<file path="config.mk">
export PLATFORM = sky130hd
export DESIGN_NAME = asi_access_fmt
export DESIGN_NICKNAME = d
export VERILOG_FILES = /design/src/rtl/asi_fmt_pkg.sv /design/src/rtl/asi_priv_gate.sv /design/src/rtl/asi_lane_swap.sv /design/src/rtl/asi_sign_ext.sv /design/src/rtl/asi_access_fmt.sv
export SDC_FILE = /design/constraint.sdc
export NUM_CORES = 1
export LEC_CHECK = 0
export ABC_AREA = 1
export BUFFER_PORTS_ARGS = -buffer_cell sky130_fd_sc_hd__buf_2
export CAP_MARGIN = 20
export CORE_ASPECT_RATIO = 0.7
export CORE_MARGIN = 2
export CORE_UTILIZATION = 37
export CTS_CLUSTER_SIZE = 30
export DETAILED_ROUTE_END_ITERATION = 16
export HOLD_SLACK_MARGIN = 0.02
export PLACE_DENSITY = 0.59
export SETUP_SLACK_MARGIN = 0.2
export SKIP_LAST_GASP = 1
export SYNTH_ARGS = -nofsm -noshare
export SYNTH_HDL_FRONTEND = slang
export SYNTH_HIERARCHICAL = 1
export SYNTH_SLANG_ARGS = --single-unit
</file>
<file path="constraint.sdc">
create_clock -name clk -period 4.9 [get_ports clk]
set_input_delay 0 -clock clk [delete_from_list [all_inputs] [get_ports clk]]
set_output_delay 0 -clock clk [all_outputs]
set_load 0.01 [all_outputs]
</file>
<file path="src/rtl/asi_fmt_pkg.sv">
package asi_fmt_pkg;

   localparam int SPACE_W = 8;

   typedef enum logic [1:0] {
      SZ_BYTE = 2'd0,
      SZ_HALF = 2'd1,
      SZ_WORD = 2'd2,
      SZ_DBL  = 2'd3
   } acc_size_e;

   localparam logic [SPACE_W-1:0] PRIV_FLOOR = 8'h80;
   localparam logic [SPACE_W-1:0] HYP_FLOOR  = 8'h30;

   // little-endian membership; stores exclude the two no-fault LE spaces
   function automatic logic space_is_le(input logic [SPACE_W-1:0] sp, input logic is_store);
      logic hit;
      case (sp)
         8'h0C, 8'h18, 8'h19, 8'h1C, 8'h1D, 8'h88, 8'h89: hit = 1'b1;
         8'h8A, 8'h8B:                                    hit = !is_store;
         default:                                         hit = 1'b0;
      endcase
      return hit;
   endfunction

   function automatic logic space_is_bypass(input logic [SPACE_W-1:0] sp);
      return (sp == 8'h14) || (sp == 8'h15) || (sp == 8'h1C) || (sp == 8'h1D);
   endfunction

endpackage

</file>
<file path="src/rtl/asi_priv_gate.sv">
module asi_priv_gate
   import asi_fmt_pkg::*;
#(
   parameter bit HYP_CHECK_EN = 1'b1
) (
   input  logic               valid_i,
   input  logic [SPACE_W-1:0] space_i,
   input  logic               sup_i,
   input  logic               hyp_i,
   output logic               trap_o
);
   logic low_space;
   logic hyp_space;
   logic hyp_fault;

   assign low_space = (space_i < PRIV_FLOOR);

   generate
      if (HYP_CHECK_EN) begin : g_hyp
         assign hyp_space = (space_i >= HYP_FLOOR) && low_space;
         assign hyp_fault = hyp_space && !hyp_i;
      end else begin : g_nohyp
         assign hyp_space = 1'b0;
         assign hyp_fault = 1'b0;
      end
   endgenerate

   assign trap_o = valid_i && ((low_space && !sup_i) || hyp_fault);

   always_comb begin
      if (valid_i && !low_space)
         AST_HIGH_SPACE_FREE: assert (!trap_o);
   end
endmodule

</file>
<file path="src/rtl/asi_lane_swap.sv">
module asi_lane_swap
   import asi_fmt_pkg::*;
#(
   parameter int DATA_W = 64
) (
   input  logic [DATA_W-1:0] data_i,
   input  logic [1:0]        size_i,
   input  logic              swap_i,
   output logic [DATA_W-1:0] data_o
);
   localparam int LANES = DATA_W / 8;

   generate
      if (DATA_W != 64) begin : g_bad_width
         $error("asi_lane_swap: DATA_W must be 64");
      end
   endgenerate

   logic [3:0] nbytes;
   assign nbytes = 4'(1) << size_i;

   genvar li;
   generate
      for (li = 0; li < LANES; li++) begin : g_lane
         logic [3:0] src;
         always_comb begin
            src = swap_i ? (nbytes - 4'd1 - 4'(li)) : 4'(li);
            if (4'(li) >= nbytes)
               data_o[li*8 +: 8] = 8'h00;
            else
               data_o[li*8 +: 8] = data_i[src[2:0]*8 +: 8];
         end
      end
   endgenerate

   always_comb begin
      if (size_i == SZ_BYTE)
         AST_BYTE_UNSWAPPED: assert (data_o[7:0] == data_i[7:0]);
   end
endmodule

</file>
<file path="src/rtl/asi_sign_ext.sv">
module asi_sign_ext
   import asi_fmt_pkg::*;
#(
   parameter int DATA_W = 64
) (
   input  logic [DATA_W-1:0] data_i,
   input  logic [1:0]        size_i,
   input  logic              ext_i,
   output logic [DATA_W-1:0] data_o
);
   always_comb begin
      data_o = data_i;
      if (ext_i) begin
         case (size_i)
            SZ_BYTE: data_o = {{(DATA_W-8){data_i[7]}},   data_i[7:0]};
            SZ_HALF: data_o = {{(DATA_W-16){data_i[15]}}, data_i[15:0]};
            SZ_WORD: data_o = {{(DATA_W-32){data_i[31]}}, data_i[31:0]};
            default: data_o = data_i;
         endcase
      end
   end

   always_comb begin
      if (size_i == SZ_DBL)
         AST_DBL_NOT_EXTENDED: assert (data_o == data_i);
   end
endmodule

</file>
<file path="src/rtl/asi_access_fmt.sv">
module asi_access_fmt
   import asi_fmt_pkg::*;
#(
   parameter int ADDR_W       = 64,
   parameter int DATA_W       = 64,
   parameter bit HYP_CHECK_EN = 1'b1
) (
   input  logic              clk,
   input  logic              rst_n,
   input  logic              req_valid,
   input  logic              req_store,
   input  logic [7:0]        req_space,
   input  logic [1:0]        req_size,
   input  logic              req_signed,
   input  logic              priv_sup,
   input  logic              priv_hyp,
   input  logic [ADDR_W-1:0] req_addr,
   input  logic [DATA_W-1:0] req_data,
   output logic              trap_priv,
   output logic              res_valid,
   output logic              res_store,
   output logic              res_phys,
   output logic [ADDR_W-1:0] res_addr,
   output logic [DATA_W-1:0] res_data
);
   localparam int ALIGN_BITS = 3;

   generate
      if (ADDR_W < ALIGN_BITS + 1) begin : g_bad_addr
         $error("asi_access_fmt: ADDR_W too small");
      end
   endgenerate

   logic              le_sel;
   logic              ext_sel;
   logic [DATA_W-1:0] swapped;
   logic [DATA_W-1:0] formatted;
   logic [ADDR_W-1:0] align_mask;
   logic [ADDR_W-1:0] addr_next;

   asi_priv_gate #(.HYP_CHECK_EN(HYP_CHECK_EN)) u_priv (
      .valid_i (req_valid),
      .space_i (req_space),
      .sup_i   (priv_sup),
      .hyp_i   (priv_hyp),
      .trap_o  (trap_priv)
   );

   assign le_sel  = space_is_le(req_space, req_store);
   assign ext_sel = !req_store && req_signed;

   asi_lane_swap #(.DATA_W(DATA_W)) u_swap (
      .data_i (req_data),
      .size_i (req_size),
      .swap_i (le_sel),
      .data_o (swapped)
   );

   asi_sign_ext #(.DATA_W(DATA_W)) u_ext (
      .data_i (swapped),
      .size_i (req_size),
      .ext_i  (ext_sel),
      .data_o (formatted)
   );

   assign align_mask = ~((ADDR_W'(1) << req_size) - ADDR_W'(1));
   assign addr_next  = req_store ? (req_addr & align_mask) : req_addr;

   always_ff @(posedge clk) begin
      if (!rst_n) begin
         res_valid <= 1'b0;
         res_store <= 1'b0;
         res_phys  <= 1'b0;
         res_addr  <= '0;
         res_data  <= '0;
      end else begin
         res_valid <= req_valid && !trap_priv;
         if (req_valid && !trap_priv) begin
            res_store <= req_store;
            res_phys  <= req_store && space_is_bypass(req_space);
            res_addr  <= addr_next;
            res_data  <= formatted;
         end
      end
   end

   AST_TRAP_NEEDS_REQ: assert property (@(posedge clk) disable iff (!rst_n)
      !req_valid |-> !trap_priv);
   AST_TRAP_NO_STROBE: assert property (@(posedge clk) disable iff (!rst_n)
      (req_valid && trap_priv) |=> !res_valid);
   AST_OK_STROBES: assert property (@(posedge clk) disable iff (!rst_n)
      (req_valid && !trap_priv) |=> res_valid);
   AST_STORE_ALIGNED: assert property (@(posedge clk) disable iff (!rst_n)
      (res_valid && res_store) |-> (res_addr[0] == 1'b0 || $past(req_size) == SZ_BYTE));
   AST_LOAD_NOT_PHYS: assert property (@(posedge clk) disable iff (!rst_n)
      (res_valid && !res_store) |-> !res_phys);
endmodule

</file>
==> out/results.txt, run 1 <==
PortBufs: 276
Post-Synthesis Cells: 1446
DR vias/cell: 5.20
Vias: 10600
Flops & latches, synth: 131
Final period util: 74.2%
Initial Util: 38.1%
Fillers: 2425
Power per cell area: 289 nW/um^2
Crit path DAT: 3950 ps
Hpwl dp: 24.5 mm
Crit path kind: input pin to register
Most frequent cells in the layout: nor2_1, buf_2, nand3_1, nand2_1, o21ai_0
Mapped cell area: 8700 um^2
I/O pins: 277
Sequential share of the synthesized area: 30.1%
Commonest non-fill, non-tap cell in the layout: nor2_1
Distinct cell type count after synthesis: 30
Clk sinks: 131
Worst min path class: input pin to output pin
DR WL/cell: 16.6 um
Slew Viols, Final: 0
Area contributors post-synth: dfxtp_1, nor2_1, nand3_1
RSZ-0062 raised after global routing: false
Syn avg cell area: 6.02 um^2
Leak: 5.92 nW
Levels on crit path: 20
TritonCTS buffer count: 17
Req. time, crit path: 5210 ps
Max-cap violation count: 0
Actual slew at the worst max-slew pin: 1010 ps
CP endpoint: res_data[43]
Post-route total power: 3.23 mW
Vias in the first global route: 9284
Post-DRT Antenna Nets: 0
Setup TNS: 0 ps
Gr ovfl total: 0
Reg-to-reg startpoint: res_addr[2]
CP max FO: 32
Die height: 132 um
GRT Total Usage: 26.8%
Crit path time final: 3640 ps
Largest net degree at the start of global routing: 92
H-tree depth: 4
DIE WIDTH: 187 um
CTS clk-pin slew, worst paths: 60 ps
Die ar.: 24800 um^2
Iteration-0 DRC Markers: 1101
Final wirelength: 33.8 mm
Initial antenna violation count: 0
Reg2reg path depth: 5
Top delay family on crit path: simple AND/OR/NAND/NOR gates
Top cell type's share of synthesized area: 30.1%
Antenna cells: 0
Syn_nets: 1600
CTS Root Cell: clkbuf_16
R2R Setup Slk: 3670 ps
Area grow syn2layout: 28.2%
Peak supply drop: 244 uV
Rows: 46
# DRC: 0
Area of the multi-input gates: 4900 um^2
Final nets: 1865
Final Hold Vio Count: 0
Worst r2r dst: res_addr[2]
Final setup violation count: 0
Endpoint class of the critical path: register
Status: completed
Worst path most repeated cell: nand2_1
Global-route wire length before repair: 52.5 mm
Clk buf depth: 2
Syn. warnings: 6
Core area: 22800 um^2
CP Launch Type: input pin
Clock latency on the worst-skew pair: 420 ps
Crit path from: req_space[6]
GPL Wtd Cong: 1.02
Crit-path slowest cell: inv_1
Clock skew: 0 ps
Worst-path cell chain: dlygate4sd3_1, buf_2, nor2_1, nand2_1, o21bai_1, nor2_4, nand2_2, inv_1, nand2_1, nand3_1, nand2_1, nor2_1, nor2_1, nand2_1, inv_1, nand2_1, buf_4, nand4_1, o21ai_0, nor2_1
DR pass1 iterations: 5
CP peak stage delay: 560 ps
CTS tree: built
WP buf/inv: 5
Reg area: 2620 um^2
Max Freq: 275 MHz
Biggest area consumer among synthesized cells: dfxtp_1
Worst slew margin: 32.3%
Fraction of layout cells with a size suffix above 1: 19.9%
-- where the power goes --
part | switching [mW] | total (mW) | internal [mW]
logic | 0.448 | 0.723 | 0.275
clock network | 0.474 | 1.31 | 0.838
registers | 0.0418 | 1.19 | 1.15
total | 0.964 | 3.23 | 2.26
-- how the worst min path moves through the flow --
| stage | slack [ps] | cells past startpoint | to | startpoint |
|---|---|---|---|---|
| after global routing | 300 | 3 | trap_priv | priv_sup |
| after floorplan | 60 | 1 | trap_priv | priv_sup |
| after CTS | 260 | 3 | res_data[14] | rst_n |
| after global placement | 230 | 3 | res_addr[14] | req_addr[14] |
| after detailed placement | 240 | 3 | res_addr[8] | req_addr[8] |
| final | 280 | 3 | trap_priv | priv_sup |
-- worst reg2reg max path, delay by kind of cell (launching register included) --
kind	cells	cell delay, ps
buf+inv	2	590
compound gates	1	110
simple gates	2	110
flops	1	310
-- cell usage after synthesis (all sizes together) --
cell type  count
dfxtp        131
ha             9
a21oi         35
nand3        260
nor2         364
nand2        236
o211ai         2
inv          103
nor3           2
clkinv         2
nand4         33
o21bai         1
clkbuf        25
buf           93
o21ai        150
-- layer usage --
metal,GRT usage [%],part of all wire (%),vias up
li1,-,-,5203
met1,39.8,48,4799
met2,38.6,40,526
met3,6.31,10,51
met4,6.66,1.9,0
met5,0,0,-
-- metrics by stage --
stage	cells	cell area (um^2)	setup WS, ps	hold slack [ps]	utilization (%)
global placement	1932	9810	1460	232	42.9
CTS	2035	11100	1360	258	48.7
finish	2036	11200	1260	280	48.8
global route	2036	11200	813	297	48.8
floorplan	1446	8700	2820	62.2	-
detailed placement	1932	9810	1330	237	42.9
-- layout make-up --
class | count | share of cell area (%)
Multi-Input combinational cell | 1092 | 43.9
Sequential cell | 131 | 23.5
Timing Repair Buffer | 364 | 20.1
Clock buffer | 23 | 4.29
Inverter | 105 | 3.56
Tap cell | 312 | 3.50
Clock inverter | 9 | 1.14
-- repair_timing --
item,4_1_cts,5_1_grt
setup buffers,0,0
hold buffers,71,0
endpoints found under the hold margin,66,0
resized for setup,0,0
-- kinds of logic (layout without fill, tap and decap cells) --
group                      Yosys count  count (layout)  synth area share (%)
DFF                                131             131                  30.1
adders and majority gates            9               9                  1.29
AOI/OAI and AO/OA                  188             188                  11.1
buffers and inverters              223             501                  13.7
and+or+nand+nor                    895             895                  43.8
-- sequential cells by signal, summed over array words and instances (netlist names) --
register	count
res_addr	64
res_data	64
res_store	1
res_valid	1
res_phys	1
(Power assumes the default switching activity.)
==> run 2, diff against run 1 <==
- ABC_AREA: 1 -> 0
- clock period: 4.9 -> 3.4 ns (I/O delays scaled with it)
==> run 2 against run 1 <==
Net effect: hold slack worse by 230 ps; clock skew stayed put; flip-flop and latch count stayed put; synthesized cell count is 15% lower; first-iteration DRC count is 35% lower; critical endpoint is now res_data[19]; largest power group unchanged.
==> out/results.txt, run 2 <==
Status: completed
Area of the multi-input gates: 5730 um^2 (+17%)
CP Launch Type: input pin
Worst slew margin: 28.6% (-3.6 points)
Clk buf depth: 2 (unchanged)
Clock skew: 0 ps (unchanged)
Async SR Flop Fraction: 0% (unchanged)
Reg area: 2620 um^2 (unchanged)
Min-delay src: req_store
Crit path time final: 2900 ps
Clock latency on the worst-skew pair: 420 ps (about the same)
Fillers: 2512 (+3.6%)
Synth cell count leaders: nand2_1, dfxtp_1, a21boi_0
Worst min path class: input pin to register
Crit-path slowest cell: and2_1
Reg2reg path depth: 2 (-3)
WHS Path Cells: 4 (+1)
CTS clk-pin slew, worst paths: 60 ps (about the same)
Endpoint class of the critical path: register
Crit path kind: input pin to register
Area grow syn2layout: 29.8%
Biggest regs: res_addr x64, res_data x64
Hpwl dp: 25.6 mm (+4.8%)
CTS Root Cell: clkbuf_16
Hold endpoint: res_store
Most frequent cells in the layout: buf_2, nand2_1, dfxtp_1, a21boi_0, nor2_1
Actual slew at the worst max-slew pin: 1070 ps (+56.9 ps)
Antenna cells: 0 (unchanged)
Vias in the first global route: 9369 (+0.92%)
Biggest area consumer among synthesized cells: dfxtp_1
Final worst slack: 496 ps (-768 ps)
Crit path DAT: 3210 ps (-740 ps)
GPL Wtd Cong: 0.939 (-7.6%)
Max Freq: 344 MHz
Area contributors post-synth: dfxtp_1, nand2_1, a21boi_0
Gr ovfl total: 0 (unchanged)
Max-cap violation count: 0 (unchanged)
Power per cell area: 374 nW/um^2 (+29%)
CP peak stage delay: 600 ps (+40 ps)
CTS tree: built
Mapped cell area: 9200 um^2 (+5.8%)
Count leader, synth: nand2_1
DR pass1 iterations: 6 (+1)
GRT Total Usage: 26.5% (-0.32 points)
Core area: 24600 um^2 (+7.5%)
Non-filler instance count after layout: 1847 (-9.3%)
Inst Count DP: 1746 (-9.6%)
Slew Viols, Final: 0 (unchanged)
DR vias/cell: 5.44 (+4.8%)
Final period util: 85.4%
Initial antenna violation count: 0 (unchanged)
DR WL/cell: 19.0 um (+15%)
CP max FO: 18 (-44%)
Worst-path cell chain: dlygate4sd3_1, buf_2, a211oi_1, nand2_1, a21oi_4, buf_12, buf_4, and2_1, o21ai_0, o221ai_1, o22ai_1, inv_1, mux2i_1, nand2_1, a21boi_0
Distinct cell type count after synthesis: 52 (+73%)
PortBufs: 276 (unchanged)
Global-route wire length before repair: 53.4 mm (+1.7%)
Worst path most repeated cell: nand2_1
RSZ-0062 raised after global routing: false
I/O pins: 277 (unchanged)
Syn avg cell area: 7.46 um^2 (+24%)
Worst r2r dst: res_addr[43]
Sequential share of the synthesized area: 28.5% (-1.6 points)
Core Util, Final: 48.6% (-0.18 points)
Fraction of layout cells with a size suffix above 1: 25.6% (+5.7 points)
Setup TNS: 0 ps (unchanged)
H-tree depth: 4 (unchanged)
DIE WIDTH: 192 um (+2.8%)
# DRC: 0 (unchanged)
Req. time, crit path: 3710 ps (-1500 ps)
Top cell type's share of synthesized area: 28.5% (-1.6 points)
Post-route total power: 4.47 mW (+38%)
Final setup violation count: 0 (unchanged)
DP Area: 10700 um^2 (+8.7%)
Syn. warnings: 6 (unchanged)
TritonCTS buffer count: 17 (unchanged)
Post-synth EDFFs: 0 (unchanged)
Peak supply drop: 342 uV (+40%)
Rows: 48 (+4.3%)
Syn_nets: 1387 (-13%)
Worst slack, placed: 421 ps (-909 ps)
Vias: 10100 (-5.0%)
R2R Setup Slk: 2580 ps (-1090 ps)
Reg-to-reg startpoint: res_addr[43]
Die ar.: 26200 um^2 (+5.6%)
Leak: 5.13 nW (-13%)
Post-DRT Antenna Nets: 0 (unchanged)
Post-Synthesis Cells: 1233 (-15%)
Clk sinks: 131 (unchanged)
Ys flop type: dfxtp_1
Commonest non-fill, non-tap cell in the layout: buf_2
Final Hold Vio Count: 0 (unchanged)
Initial Util: 37.5% (-0.61 points)
Die height: 136 um (+2.8%)
Flops & latches, synth: 131 (unchanged)
Largest net degree at the start of global routing: 72 (-22%)
Final hold slack: 48.0 ps (-232 ps)
Final std cell area, no fill: 11900 um^2 (+7.1%)
Iteration-0 DRC Markers: 719 (-35%)
Final nets: 1663 (-11%)
Final wirelength: 35.1 mm (+3.9%)
## run 2: how the worst max path moves through the flow
stage | start | endpoint
2_1_floorplan | req_size[1] | res_data[59]
3_3_place_gp | req_space[2] | res_data[24]
3_5_place_dp | req_space[2] | res_data[11]
4_1_cts | req_space[1] | res_data[34]
5_1_grt | req_space[1] | res_data[48]
6_report | req_space[1] | res_data[19]
## run 2: cells by family (layout without fill, tap and decap cells)
family                   after synthesis  in the layout  synth area share, %
multiplexers                          69             69                 7.86
buffers and inverters                175            464                 9.82
flip-flops                           131            131                 28.5
AO/OA/AOI/OAI                        365            365                 29.1
AND/OR/NAND/NOR                      484            484                 23.5
adder cells (fa/ha/maj)                9              9                 1.22
## run 2: report_power, final
part / total [mW] / switching, mW / internal [mW]
Clock: 1.78 / 0.755 / 1.03
Sequential: 1.66 / 0.0432 / 1.62
Combinational: 1.02 / 0.598 / 0.426
## run 2: layer usage
metal | vias up | share of wire (%) | GRT usage (%)
met3 | 41 | 8.5 | 5.83
met1 | 4698 | 47 | 37.7
met2 | 404 | 43 | 40.2
met5 | - | 0 | 0
met4 | 0 | 1.9 | 6.96
li1 | 4911 | - | -
## run 2: cell type report
| cell class | instances | share of cell area, % |
|---|---|---|
| well taps | 325 | 3.40 |
| repair buffers | 377 | 20.2 |
| multi-input cells | 927 | 48.0 |
| clock buffers | 18 | 3.59 |
| clock inverters | 14 | 1.19 |
| inverters | 55 | 1.73 |
| flip-flops and latches | 131 | 22.0 |
## run 2: worst max-delay path: cells and delay by family
kind	cells	cell delay, ps
AO/OA/AOI/OAI	6	1130
buffers and inverters	5	1130
AND/OR/NAND/NOR	3	820
multiplexers	1	110
## run 2: repair_timing
action | CTS | global route
buffers inserted | 0 | 2
hold buffers | 67 | 0
endpoints found under the hold margin | 65 | 0
gates resized for setup | 0 | 2
endpoints found under the setup margin | 0 | 54
